[src/rtl/subr_pkg.sv]
package subr_pkg;

  typedef enum logic [2:0] {
    ST_IDLE,
    ST_EST,
    ST_WIN,
    ST_MSB,
    ST_SWITCH,
    ST_LSB,
    ST_DONE
  } seq_state_t;

  // Coarse estimator: count of ones to window code, capped at top.
  function automatic int unsigned group_of(int unsigned ones, int unsigned top);
    int unsigned g;
    g = (ones + 1) >> 1;
    return (g > top) ? top : g;
  endfunction

  // Combine window code and both flash counts into an unlimited sum.
  function automatic int combine_code(int grp, int c1, int c2, int sub_sh, int lsb_w);
    return (grp <<< (sub_sh + lsb_w)) + ((c1 - 1) <<< lsb_w) + c2;
  endfunction

  function automatic int limit_code(int raw, int maxc);
    if (raw < 0) return 0;
    if (raw > maxc) return maxc;
    return raw;
  endfunction

endpackage

[src/rtl/therm_decode.sv]
module therm_decode #(
  parameter int W  = 8,
  localparam int CW = $clog2(W + 1)
) (
  input  logic [W-1:0]  word,
  output logic [CW-1:0] ones,
  output logic          bubble
);
  always_comb begin
    ones = '0;
    for (int i = 0; i < W; i++) begin
      ones = ones + CW'(word[i]);
    end
  end

  // A clean word 0..01..1 plus one is a power of two.
  assign bubble = (word & (word + W'(1))) != '0;
endmodule

[src/rtl/seq_ctrl.sv]
module seq_ctrl
  import subr_pkg::*;
(
  input  logic       clk,
  input  logic       rst_n,
  input  logic       start,
  output seq_state_t state
);
  seq_state_t nxt;

  always_comb begin
    nxt = state;
    case (state)
      ST_IDLE:   if (start) nxt = ST_EST;
      ST_EST:    nxt = ST_WIN;
      ST_WIN:    nxt = ST_MSB;
      ST_MSB:    nxt = ST_SWITCH;
      ST_SWITCH: nxt = ST_LSB;
      ST_LSB:    nxt = ST_DONE;
      ST_DONE:   nxt = ST_IDLE;
      default:   nxt = ST_IDLE;
    endcase
  end

  always_ff @(posedge clk) begin
    if (!rst_n) state <= ST_IDLE;
    else        state <= nxt;
  end
endmodule

[src/rtl/result_assembler.sv]
module result_assembler
  import subr_pkg::*;
#(
  parameter int GRP_W  = 2,
  parameter int FCW    = 4,
  parameter int SUB_SH = 3,
  parameter int LSB_W  = 3,
  parameter int OUT_W  = 8,
  localparam int RAW_W = OUT_W + 2,
  localparam int MAXC  = (1 << OUT_W) - 1
) (
  input  logic                    clk,
  input  logic                    rst_n,
  input  logic                    cap_lsb,
  input  logic [GRP_W-1:0]        grp,
  input  logic [FCW-1:0]          c1,
  input  logic [FCW-1:0]          c2,
  input  logic                    bub_in,
  output logic signed [RAW_W-1:0] raw_sum,
  output logic [OUT_W-1:0]        result,
  output logic                    bubble_err
);
  int raw;
  int lim;

  always_comb begin
    raw = combine_code(int'(grp), int'(c1), int'(c2), SUB_SH, LSB_W);
    lim = limit_code(raw, MAXC);
  end

  assign raw_sum = RAW_W'(raw);

  always_ff @(posedge clk) begin
    if (!rst_n) begin
      result     <= '0;
      bubble_err <= 1'b0;
    end else if (cap_lsb) begin
      result     <= OUT_W'(lim);
      bubble_err <= bub_in;
    end
  end
endmodule

[src/rtl/subrange_decoder.sv]
module subrange_decoder
  import subr_pkg::*;
#(
  parameter int EST_W   = 6,
  parameter int FLASH_W = 8,
  parameter int GRP_W   = 2,
  parameter int LSB_W   = 3,
  localparam int SUB_SH = $clog2(FLASH_W),
  localparam int MSB_W  = GRP_W + SUB_SH,
  localparam int OUT_W  = MSB_W + LSB_W,
  localparam int ECW    = $clog2(EST_W + 1),
  localparam int FCW    = $clog2(FLASH_W + 1),
  localparam int RAW_W  = OUT_W + 2,
  localparam int MAX_GRP = (1 << GRP_W) - 1
) (
  input  logic               clk,
  input  logic               rst_n,
  input  logic               start,
  input  logic [EST_W-1:0]   est_therm,
  input  logic [FLASH_W-1:0] flash_therm,
  output logic [GRP_W-1:0]   win_sel,
  output logic               ladder_sel,
  output logic               busy,
  output logic [OUT_W-1:0]   result,
  output logic               result_valid,
  output logic               bubble_err
);
  seq_state_t state;
  logic [ECW-1:0] est_ones;
  logic           est_bub;
  logic [FCW-1:0] fl_ones;
  logic           fl_bub;
  logic           cap_est, cap_msb, cap_lsb;
  logic [GRP_W-1:0] grp_q;
  logic [FCW-1:0]   c1_q;
  logic             bub_q;
  logic signed [RAW_W-1:0] raw_sum;

  seq_ctrl u_seq (.clk(clk), .rst_n(rst_n), .start(start), .state(state));

  therm_decode #(.W(EST_W)) u_est_dec (
    .word(est_therm), .ones(est_ones), .bubble(est_bub));

  therm_decode #(.W(FLASH_W)) u_fl_dec (
    .word(flash_therm), .ones(fl_ones), .bubble(fl_bub));

  assign cap_est = (state == ST_EST);
  assign cap_msb = (state == ST_MSB);
  assign cap_lsb = (state == ST_LSB);

  always_ff @(posedge clk) begin
    if (!rst_n) begin
      grp_q <= '0;
      c1_q  <= '0;
      bub_q <= 1'b0;
    end else begin
      if (cap_est) begin
        grp_q <= GRP_W'(group_of(32'(est_ones), MAX_GRP));
        bub_q <= est_bub;
      end
      if (cap_msb) begin
        c1_q  <= fl_ones;
        bub_q <= bub_q | fl_bub;
      end
    end
  end

  result_assembler #(
    .GRP_W(GRP_W), .FCW(FCW), .SUB_SH(SUB_SH), .LSB_W(LSB_W), .OUT_W(OUT_W)
  ) u_asm (
    .clk(clk), .rst_n(rst_n), .cap_lsb(cap_lsb),
    .grp(grp_q), .c1(c1_q), .c2(fl_ones), .bub_in(bub_q | fl_bub),
    .raw_sum(raw_sum), .result(result), .bubble_err(bubble_err));

  assign win_sel      = grp_q;
  assign ladder_sel   = (state == ST_SWITCH) || (state == ST_LSB);
  assign busy         = (state != ST_IDLE);
  assign result_valid = (state == ST_DONE);
endmodule

[config.mk]
export PLATFORM = sky130hd
export DESIGN_NAME = subrange_decoder
export DESIGN_NICKNAME = d
export VERILOG_FILES = /design/src/rtl/subr_pkg.sv /design/src/rtl/therm_decode.sv /design/src/rtl/seq_ctrl.sv /design/src/rtl/result_assembler.sv /design/src/rtl/subrange_decoder.sv
export SDC_FILE = /design/constraint.sdc
export NUM_CORES = 1
export LEC_CHECK = 0
export CORE_MARGIN = 10
export CORE_UTILIZATION = 50
export DETAILED_ROUTE_END_ITERATION = 6
export PLACE_DENSITY = 0.8
export SLEW_MARGIN = 40
export SYNTH_ARGS = -nofsm -noshare
export SYNTH_HDL_FRONTEND = slang
export SYNTH_HIERARCHICAL = 1
export SYNTH_SLANG_ARGS = --single-unit
[constraint.sdc]
create_clock -name clk -period 5.6 [get_ports clk]
set_clock_uncertainty 0.05 [all_clocks]
set_input_delay 1.12 -clock clk [delete_from_list [all_inputs] [get_ports clk]]
set_output_delay 1.12 -clock clk [all_outputs]
set_load 0.005 [all_outputs]
# Word-level counts from Yosys, hierarchy flattened

Index checks and enable logic that the tools add are counted.

Flip-flop bits (word level): 19
Bits in latches: 0
Bits in writable memories: 0
Bits in read-only memories: 0
Logic and storage cells: 54
Memories: 0

$add $sub $neg: 18
Multipliers: 0
Div/mod/pow operators: 0
Order comparisons: 3
Equal/unequal tests: 7
Shifts and indexed selects: 0
Muxes and demuxes: 11
Bitwise logic cells: 3
Reduce and logical (&&, ||, !) cells: 6

Operators by type and width:

| cell                                                                             | count |
|---|---|
| 32-bit by 5-bit adder with 32-bit output                                         | 1 |
| 9-bit by 32-bit adder with 32-bit output                                         | 1 |
| 32-bit by 9-bit greater-than comparator with 1-bit output, second input constant | 1 |
| 32-bit by 1-bit less-than comparator with 1-bit output, second input constant    | 1 |
| 4-bit by 1-bit adder with 4-bit output                                           | 6 |
| 8-bit two-way mux                                                                | 3 |
| 3-bit one-hot mux with 6 select lines                                            | 1 |
| 3-bit by 1-bit adder with 3-bit output                                           | 4 |
| 3-bit equality test, second input constant                                       | 3 |
| 8-bit by 1-bit adder with 8-bit output, second input constant                    | 1 |
| 8-bit bitwise AND                                                                | 1 |
| 8-bit nonzero test                                                               | 1 |
| 6-bit by 1-bit adder with 6-bit output, second input constant                    | 1 |
| 6-bit bitwise AND                                                                | 1 |
| 3-bit by 2-bit equality test with 1-bit output, second input constant            | 2 |
| 6-bit nonzero test                                                               | 1 |
| 1-bit two-way mux                                                                | 5 |
| 4-bit by 1-bit subtractor with 5-bit output, second input constant               | 1 |
| 1-bit by 1-bit adder with 2-bit output                                           | 2 |
| 3-bit by 1-bit adder with 4-bit output, second input constant                    | 1 |
| 3-bit by 1-bit equality test with 1-bit output, second input constant            | 1 |
| 3-bit by 2-bit greater-than comparator with 1-bit output, second input constant  | 1 |
| 3-bit zero test                                                                  | 1 |
| 3-bit two-way mux                                                                | 1 |
| 6 further kinds                                                                  | 6 |

# Longest topological paths before layout

Gate-level depths: netlist of the first run.

Depth after elaboration: 13
Depth in mapped cells: 16
Mapped depth without buffers: 15

# Cells and area by module

The synthesis of the first run kept the hierarchy.

Modules (own cells, without submodules):

| module                   | instances | cells an instance | area an instance (µm²) | seq. area each (µm²) |
|---|---|---|---|---|
| result_assembler         | 1         | 63                | 638.1                  | 180.2 |
| subrange_decoder         | 1         | 33                | 350.3                  | 140.1 |
| therm_decode (u_fl_dec)  | 1         | 31                | 250.2                  | 0.0 |
| therm_decode (u_est_dec) | 1         | 18                | 155.1                  | 0.0 |
| seq_ctrl                 | 1         | 12                | 118.9                  | 60.1 |

# Worst setup path before layout of the first run

OpenSTA, ideal clock, no wires.

Kind: input port to flip-flop
Start point: input flash_therm[0]
End point: register u_asm.result[4]
Setup time: 0.122 ns
Arrival: 4.588 ns
Data required time: 5.428 ns
Path slack: 0.840 ns
Stages: 16
Path buffers: 1
Path through: fa_1 inv_1 fa_1 fa_1 inv_1 ha_1 a21oi_1 nor2b_1 ha_1 ha_1 and3_1 a221oi_1 o221ai_1 and2_4 buf_6 a221o_1

Longest elaborated chain between the ends: 13
Elaborated cells on any way between the ends: 16
Classes of those cells: add/sub: 8; order compare: 2; mux: 6

RTL lines:

| element                                                   | RTL line               | text |
|---|---|---|
| from (decl)                                               | subrange_decoder.sv:20 | `input logic [FLASH_W-1:0] flash_therm,` |
| 1-bit by 1-bit adder with 2-bit output (*)                | therm_decode.sv:12     | `ones = ones + CW'(word[i]);` |
| 4-bit by 1-bit adder with 4-bit output (*) (6 in series)  | therm_decode.sv:12     |  |
| named net fl_ones[3]                                      | subrange_decoder.sv:31 | `logic [FCW-1:0] fl_ones;` |
| 32-bit by 5-bit adder with 32-bit output (*)              | subr_pkg.sv:22         | `return (grp <<< (sub_sh + lsb_w)) + ((c1 - 1) <<< lsb_w) + c2;` |
| 32-bit by 9-bit greater-than comparator with 1-bit output | subr_pkg.sv:27         | `if (raw > maxc) return maxc;` |
| 1-bit two-way mux (2 in series)                           | subr_pkg.sv:27         |  |
| 8-bit two-way mux                                         | subr_pkg.sv:28         | `return raw;` |
| 8-bit two-way mux (*)                                     | subr_pkg.sv:27         |  |
| to (signal assigned)                                      | result_assembler.sv:38 | `result <= OUT_W'(lim);` |
| to (decl)                                                 | result_assembler.sv:20 | `output logic [OUT_W-1:0] result,` |

Mark *: on every way through the listed nets, which the timed path passes. The rest lies on a longest branch. The select of a mux whose other input is x is not followed.
A chain may end at the register's enable or synchronous reset.

# Worst setup path in the final report of the first run

Start point: input flash_therm[0]
End point: register u_asm.result[2]

Same word-level chain as after synthesis.

==> run metrics, run 1 <==
GRT overflow=0; leading cell types in the layout, fill and taps excluded=clkdlybuf4s50_1, inv_1, dfxtp_1; post-layout net count=approximately 220; final routed DRC violation total=0; Final min period=~5.0 ns; average footprint of a synthesized cell=approximately 9.7 um2; mean routed wirelength per cell=between 10 and 15 um; worst-case register-to-register setup slack=approximately 3.2 ns; clock latency of the later-clocked register in the worst-skew pair=roughly 0.30 ns; peak fanout along the critical path=8; commonest non-fill, non-tap cell in the layout=clkdlybuf4s50_1; Area Growth Syn to Fin=24.1%; count of warnings emitted by yosys=6; die area=5480 um2; port buffer count=30; hpwl dp=about 2.6 mm; PnR Total Power=0.000369 W; total net switching power=between 0.0001 and 0.00015 W; TNS Setup=0 ns; transition time at the pin with the least slew margin=roughly 0.54 ns; Flop pwr share=0.404; sequence of cells on the critical path=clkdlybuf4s50_1 > fa_1 > inv_1 > fa_1 > fa_1 > inv_1 > ha_1 > a21oi_1 > nor2b_1 > ha_1 > ha_1 > and3_1 > a221oi_1 > o221ai_1 > and2_4 > a221o_1; standard cell area after detailed placement=between 1500 and 2000 um2; Die Ht=~74 um; CTS Sinks=19; achievable frequency=slightly above 0.2 GHz; delay contributed by the slowest stage of the critical path=0.56 ns; outcome=finished, final reports clean; via total after detailed routing=1,142; Crit-path slowest cell=fa_1; post-cts repair resize count=0; maximum vdd drop=0.194 mV; overall fraction of global-route tracks in use=0.121; clk root buf=clkbuf_4; final number of hold-violating endpoints=0; Max transition margin=0.639; unrepaired setup endpoints after global routing=no; post-layout instance area=between 1500 and 2000 um2; critical path class=in2reg; Post-CTS Setup Bufs=0; proportion of layout cells with a drive suffix above 1=0.0989; horizontal die dimension=between 70 and 80 um; switching power share of the total=0.344; clock tree from TritonCTS=built; crit start category=primary input; hold-fix buffers at CTS=0; net count after synthesis=approximately 190; first-pass detailed-route iteration total=4; routed via count divided by cell count=roughly 5.4; Core Region=roughly 2800 um2; hold crit path type=reg2reg; Critical Path Sink Type=flop; pin count of the biggest net entering global routing=15; data required time of the worst path=5.74 ns; endpoint arrival time on the critical path=a little over 5 ns; Inserted Clock Buffers=3; first-pass GRT wire length=5.42 mm; remaining antenna violation count=0; number of standard cells after synthesis=150; final weighted congestion of routability-driven global placement=approximately 0.8; Initial Util=0.525; antenna diode count=0; final-layout fill cell count=~230; total leakage power=a little under 0.8 nW; clock network fraction of total power=0.188; Internal Power=~0.00024 W; share of power burned in combinational logic=0.408; Max Buffers Root-to-Sink=2; number of global-route vias before repair=1,231; clk slew on worst S/H paths=between 0.1 and 0.15 ns; number of antenna violations at the first check in global routing=0; I/O Pins=31; Detailed Route Iter0 Violations=55; total wirelength of the detailed-routed design=between 3 and 4 mm; # Max-Cap Violations=0; Post-Syn Area=roughly 1500 um2; count of H-tree levels built during CTS=1; Power per Cell Area=just over 200 nW/um2; period utilisation layout=0.886; total setup violations reported at the end of the flow=0; number of placement rows=19; max-slew violations=0
[registers in the layout, summed over array words and instances (netlist names)]
| register | cells |
|---|---|
| bub_q | 1 |
| c1_q | 4 |
| u_asm/bubble_err | 1 |
| u_seq/state | 3 |
| u_asm/result | 8 |
| win_sel | 2 |
[critical path: cells and delay by family]
family,cells,cell delay [ns]
compound gates,4,0.84
simple gates,3,0.47
buf+inv,3,0.62
fa+ha+maj,6,2.05
[area by class of cell]
cell class                 instances  area, um2  area share
clock inverter                     1       5.00     0.00276
multi-input combinational        100        957       0.528
sequential                        19        380       0.210
clock buffer                       3       22.5      0.0124
inverter                          29        109      0.0600
timing repair buffer              30        300       0.166
tap                               31       38.8      0.0214
[through the flow]
step / setup slack, ns / hold slack, ns / util / instances
final: 0.639 / 0.452 / 0.652 / 213
after global routing: 0.407 / 0.481 / 0.652 / 213
after CTS: 0.667 / 0.458 / 0.652 / 213
after detailed placement: 0.345 / 0.426 / 0.642 / 209
after global placement: 0.424 / 0.423 / 0.642 / 209
after floorplan: 0.961 / 0.432 / - / 150
[path summary, 6_finish.rpt]
check	startpoint	end	cells past startpoint
min	u_asm/result[5]	u_asm/result[5]	1
max reg2reg	c1_q[0]	u_asm/result[2]	10
min reg2reg	u_asm/result[5]	u_asm/result[5]	1
max	flash_therm[0]	u_asm/result[2]	16
[power groups by stage]
stage	logic [W]	clock network (W)	registers, W
2_1_floorplan	0.000107	0	0.000151
3_3_place_gp	0.000145	0	0.000152
4_1_cts	0.000153	0.0000725	0.000149
6_report	0.000151	0.0000695	0.000149
5_1_grt	0.000173	0.0000781	0.000151
3_5_place_dp	0.000152	0	0.000152
[routing by layer]
metal  GRT usage  part of all wire  vias up
met1       0.144              0.44      530
met5           0                 0        -
met2       0.205              0.49       30
met4      0.0621             0.021        0
met3      0.0213             0.050        4
li1            -                 -      578
(Power assumes the default switching activity.)
==> inputs of run 2 (changes only) <==
Settings changed: PLACE_DENSITY 0.8 to 0.78, SYNTH_HIERARCHICAL 1 to default.
==> run metrics, run 2 <==
Core Region=about 3300 um2; final hold slack=around 0.41 ns; number of standard cells after synthesis=between 150 and 200; setup slack after layout=between 0.2 and 0.25 ns; clock latency of the later-clocked register in the worst-skew pair=about 0.28 ns; number of synthesized register bits=19; clk slew on worst S/H paths=~0.11 ns; achievable frequency=around 0.19 GHz; post-layout net count=approximately 290; Detailed Route Iter0 Violations=just under 70; Worst path depth=21; cell depth of the worst flop-to-flop path=16; Crit-path slowest cell=fa_1; Inserted Clock Buffers=3; registers with the most flip-flops=u_asm.result x8, c1_q x4, u_seq.state x3; I/O Pins=31; net count after synthesis=roughly 240; Critical Path Sink Type=flop; clk root buf=clkbuf_4; sum of buffers and inverters on the critical path=4; sequential area share after synthesis=0.220; clock tree from TritonCTS=built; final number of hold-violating endpoints=0; count of warnings emitted by yosys=0; number of antenna violations at the first check in global routing=0; data required time of the worst path=5.73 ns; total leakage power=around 1.0 nW; number of placement rows=21; period utilisation layout=0.963; first-pass detailed-route iteration total=4; maximum vdd drop=0.131 mV; Initial Util=0.519; Die Ht=around 79 um; GRT overflow=0; sequence of cells on the critical path=clkbuf_2 > inv_2 > ha_4 > fa_1 > fa_1 > fa_2 > nor2b_2 > o21a_1 > ha_4 > buf_6 > nand4bb_1 > o221ai_2 > buf_4 > nand2_1 > ha_1 > nand4_1 > or4_4 > a21o_4 > a31oi_4 > a41o_4 > a311oi_2; leading cell types in the layout, fill and taps excluded=clkdlybuf4s50_1, inv_1, ha_1; overall fraction of global-route tracks in use=0.132; total setup violations reported at the end of the flow=0; final weighted congestion of routability-driven global placement=roughly 0.8; number of global-route vias before repair=~1,600; average footprint of a synthesized cell=a little under 9 um2; horizontal die dimension=~79 um; via total after detailed routing=around 1,500; worst-case register-to-register setup slack=approximately 1.8 ns; CTS Sinks=19; fraction of synthesis flops using an asynchronous set or reset pin=0; first-pass GRT wire length=~7 mm; Max Buffers Root-to-Sink=2; Synth cell types=43; die area=between 6000 and 7000 um2; max-slew violations=0; final-layout fill cell count=about 270; unrepaired setup endpoints after global routing=no; Power per Cell Area=between 200 and 250 nW/um2; remaining antenna violation count=0; transition time at the pin with the least slew margin=roughly 0.6 ns; critical path class=in2reg; number of enable flip-flop cells after synthesis=0; endpoint arrival time on the critical path=about 5.5 ns; Max transition margin=0.597; pin count of the biggest net entering global routing=20; # Max-Cap Violations=0; most frequently used cell type in the post-synthesis netlist=inv_1; outcome=finished, final reports clean; proportion of layout cells with a drive suffix above 1=0.224; cell family with the largest share of critical-path delay=adder cells; cell taking the most area after synthesis=dfxtp_1; Area Growth Syn to Fin=34.8%; antenna diode count=0; Post-Syn Area=1730 um2; mean routed wirelength per cell=between 10 and 15 um; register name with the most flops=u_asm.result; worst slack after detailed placement=-0.601 ns; Seq. cell area=approximately 380 um2; hpwl dp=3.21 mm; hold crit path type=reg2reg; port buffer count=30; Final min period=roughly 5.4 ns; peak fanout along the critical path=5; count of H-tree levels built during CTS=1; Multi-input gate area=between 1000 and 1500 um2; final routed DRC violation total=0; ranking of synthesized cells by instance count=inv_1, ha_1, dfxtp_1, nand2_1, a21oi_1; cell depth of the worst hold path=2; crit start category=primary input; total wirelength of the detailed-routed design=about 4.0 mm; delay contributed by the slowest stage of the critical path=roughly 0.55 ns; commonest non-fill, non-tap cell in the layout=clkdlybuf4s50_1; most instantiated flip-flop cell in the synthesis netlist=dfxtp_1; top cells by area, synth=dfxtp_1, ha_1, fa_1, inv_1, a21oi_1; post-synth top area share=0.220; routed via count divided by cell count=approximately 5.2; Largest register FFs=8; hold-fix buffers at CTS=0
run 2: timing repair:
action / 4_1_cts / 5_1_grt
buffers inserted: 3 / 0
gates resized for setup: 14 / 15
pin swaps: 10 / 12
gates cloned: 0 / 0
setup endpoints to repair: 8 / 8
run 2: per-stage QoR:
stage	area [um2]	instances	setup TNS, ns	utilization	power [W]
floorplan	1730	195	0	-	0.000304
global placement	2200	284	-3.28	0.659	0.000394
detailed placement	2200	284	-4.40	0.659	0.000400
CTS	2310	291	0	0.693	0.000486
global route	2330	291	0	0.700	0.000534
finish	2330	291	0	0.700	0.000494
run 2: layer usage:
metal,wire (um),GRT usage,vias to the layer above
met5,0,0,-
met4,10,0.0161,0
met3,188,0.0405,2
met2,2120,0.251,27
met1,1690,0.142,708
li1,-,-,785
run 2: final timing paths:
path	endpoint	startpoint
max	u_asm.result[0]	flash_therm[0]
min	u_asm.result[6]	u_asm.result[6]
max reg2reg	u_asm.result[0]	c1_q[0]
min reg2reg	u_asm.result[6]	u_asm.result[6]
run 2: cell families (layout without fill, tap and decap cells):
logic type               after synthesis  after routing  share of synthesized area
AO/OA/AOI/OAI                         45             45                      0.213
AND/OR/NAND/NOR                       61             61                      0.197
XOR/XNOR                               7              7                     0.0397
multiplexers                           2              2                     0.0116
buffers and inverters                 30             80                     0.0650
adder cells (fa/ha/maj)               31             31                      0.254
flip-flops                            19             19                      0.220
run 2: power by group:
part	total [W]	leakage, nW	switching (W)	internal [W]
Sequential	0.000146	0.154	0.00000575	0.000141
Combinational	0.000280	0.850	0.000137	0.000143
Clock	0.0000675	0.0150	0.0000398	0.0000277
run 2: layout make-up:
cell class | instances | area share
tap | 46 | 0.0247
clock buffer | 4 | 0.0113
sequential | 19 | 0.163
timing repair buffer | 49 | 0.189
multi-input combinational | 146 | 0.569
inverter | 27 | 0.0434
run 2: worst reg2reg max path, delay by kind of cell, from the launching register on:
family / cells / cell delay [ns]
AO/OA/AOI/OAI: 5 / 0.86
buffers and inverters: 3 / 0.47
adder cells (fa/ha/maj): 3 / 0.88
AND/OR/NAND/NOR: 5 / 1.05
flip-flops: 1 / 0.37
==> inputs of run 3 (changes only) <==
Settings changed: CORE_UTILIZATION 50 to 35, PLACE_DENSITY 0.78 to 0.59, SLEW_MARGIN 40 to 20.
==> run metrics, run 3 (same netlist as run 2, synthesis figures left out) <==
outcome=finished, final reports clean; Largest register FFs=8; Detailed Route Iter0 Violations=38; end of the worst hold path=u_asm.result[6]; switching power share of the total=0.363; GRT overflow=0; delay contributed by the slowest stage of the critical path=0.52 ns; FF-to-FF End=u_asm.result[1]; commonest non-fill, non-tap cell in the layout=clkdlybuf4s50_1; total net switching power=between 0.00015 and 0.0002 W; via total after detailed routing=roughly 1,500; sequence of cells on the critical path=clkbuf_2 > ha_4 > fa_1 > fa_1 > fa_2 > nor2b_1 > o21a_1 > ha_4 > buf_6 > nand4bb_4 > o221ai_4 > buf_4 > nand2_1 > ha_1 > nand4_1 > or4_4 > a21o_4 > a31oi_4 > a41o_4 > a311oi_2; Critical Path Sink Type=flop; # placed instances=304; registers with the most flip-flops=u_asm.result x8, c1_q x4, u_seq.state x3; core utilization of the finished layout=0.511; pin count of the biggest net entering global routing=20; Worst path depth=20; endpoint arrival time on the critical path=approximately 5.4 ns; total setup violations reported at the end of the flow=0; peak fanout along the critical path=5; hold crit path type=reg2reg; transition time at the pin with the least slew margin=0.610 ns; post-layout net count=approximately 300; max-slew violations=0; leading cell types in the layout, fill and taps excluded=clkdlybuf4s50_1, inv_1, ha_1; sum of buffers and inverters on the critical path=3; overall fraction of global-route tracks in use=0.0987; Max Buffers Root-to-Sink=2; clk slew on worst S/H paths=approximately 0.07 ns; final-layout fill cell count=approximately 470; CTS Sinks=19; number of placement rows=25; period utilisation layout=0.946; total met3 wirelength after detailed routing=163 um; unrepaired setup endpoints after global routing=no; Die Ht=approximately 90 um; I/O Pins=31; final weighted congestion of routability-driven global placement=~0.80; cell depth of the worst flop-to-flop path=16; register name with the most flops=u_asm.result; Core Region=~4800 um2; clock network fraction of total power=0.180; hpwl dp=3.26 mm; final number of hold-violating endpoints=0; critical path class=in2reg; clock tree from TritonCTS=built; TNS Setup=0 ns; M1 wire length=approximately 1.9 mm; first-pass GRT wire length=7.00 mm; highest routed layer=met4; number of global-route vias before repair=1,534; antenna diode count=0; remaining antenna violation count=0; total wirelength of the detailed-routed design=~4.0 mm; Area Growth Syn to Fin=40.4%; crit start category=primary input; cell depth of the worst hold path=2; detailed route wirelength on metal2=a little under 2 mm; data required time of the worst path=5.69 ns; final routed DRC violation total=0; Crit-path slowest cell=fa_1; maximum vdd drop=about 0.14 mV; cell family with the largest share of critical-path delay=adder cells; # Max-Cap Violations=0; total leakage power=between 1 and 1.5 nW; Inserted Clock Buffers=3; clk root buf=clkbuf_8; worst slack after detailed placement=-0.599 ns; Power per Cell Area=about 220 nW/um2; clock latency of the later-clocked register in the worst-skew pair=between 0.2 and 0.3 ns; Internal Power=~0.00034 W; Worst Min Path Start=u_asm.result[6]; routed via count divided by cell count=4.82; launching point of the worst reg2reg path=c1_q[0]; Flop pwr share=0.276; worst-case register-to-register setup slack=1.79 ns; Final min period=roughly 5.3 ns; number of antenna violations at the first check in global routing=0; Max transition margin=0.592; mean routed wirelength per cell=approximately 13 um; setup slack after layout=about 0.30 ns; achievable frequency=0.189 GHz; die area=8160 um2; proportion of layout cells with a drive suffix above 1=0.244; horizontal die dimension=90.3 um; count of H-tree levels built during CTS=1; port buffer count=30; final hold slack=roughly 0.40 ns; Initial Util=0.364; first-pass detailed-route iteration total=4; final cell count without fillers=approximately 310; share of power burned in combinational logic=0.544
-- run 3: changes by cell type in the layout (fill, tap and decap cells not counted), moves of 2 or more --
| cell | change |
|---|---|
| clkbuf_4 | -3 |
| clkbuf_8 | +3 |
| a21oi_2 | +2 |
| a21oi_1 | -2 |
-- run 3: per-layer routing --
metal,global-route usage,vias to the layer above
li1,-,789
met1,0.122,694
met2,0.168,25
met3,0.0308,2
met4,0.0119,0
met5,0,-
-- run 3: power groups by stage --
stage	sequential, W	clock (W)	combinational [W]
2_1_floorplan	0.000148	0	0.000156
3_3_place_gp	0.000149	0	0.000245
3_5_place_dp	0.000149	0	0.000247
4_1_cts	0.000146	0.0000985	0.000275
5_1_grt	0.000147	0.000105	0.000323
6_report	0.000146	0.0000956	0.000288
-- run 3: final cells by class --
type / count / area, um2 / area share
sequential: 19 / 380 / 0.156
inverter: 27 / 101 / 0.0417
clock buffer: 3 / 41.3 / 0.0170
clock inverter: 1 / 5.00 / 0.00206
timing repair buffer: 50 / 453 / 0.186
tap: 67 / 83.8 / 0.0345
multi-input combinational: 146 / 1370 / 0.562
-- run 3: worst max path at each step --
stage	from	slack, ns	to
4_1_cts	flash_therm[4]	0.02	u_asm.result[0]
3_5_place_dp	flash_therm[0]	-0.60	u_asm.result[0]
5_1_grt	flash_therm[1]	0.06	u_asm.result[1]
6_report	flash_therm[1]	0.30	u_asm.result[1]
2_1_floorplan	flash_therm[0]	0.12	u_asm.result[2]
3_3_place_gp	flash_therm[0]	-0.55	u_asm.result[0]
-- run 3: repair_timing --
item | in CTS | in global routing
endpoints found under the setup margin | 8 | 8
hold buffers | 0 | 0
gates resized for setup | 20 | 13
endpoints found under the hold margin | 0 | 0
pin swaps | 13 | 15
setup buffers | 2 | 3
-- run 3: stage by stage --
stage,total power (W),area [um2]
after floorplan,0.000304,1730
after global placement,0.000395,2220
after detailed placement,0.000397,2220
after CTS,0.000519,2380
after global routing,0.000575,2430
final,0.000530,2430
-- run 3: worst reg2reg max path, cell delays in order (launching register included) --
cell	delay [ns]
dfxtp_1	0.35
inv_1	0.09
ha_1	0.24
nor3b_2	0.16
buf_4	0.20
ha_1	0.38
nand4bb_4	0.27
o221ai_4	0.24
buf_4	0.16
nand2_1	0.04
ha_1	0.27
nand4_1	0.11
or4_4	0.44
a21o_4	0.22
a31oi_4	0.18
a41o_4	0.16
a311oi_2	0.10
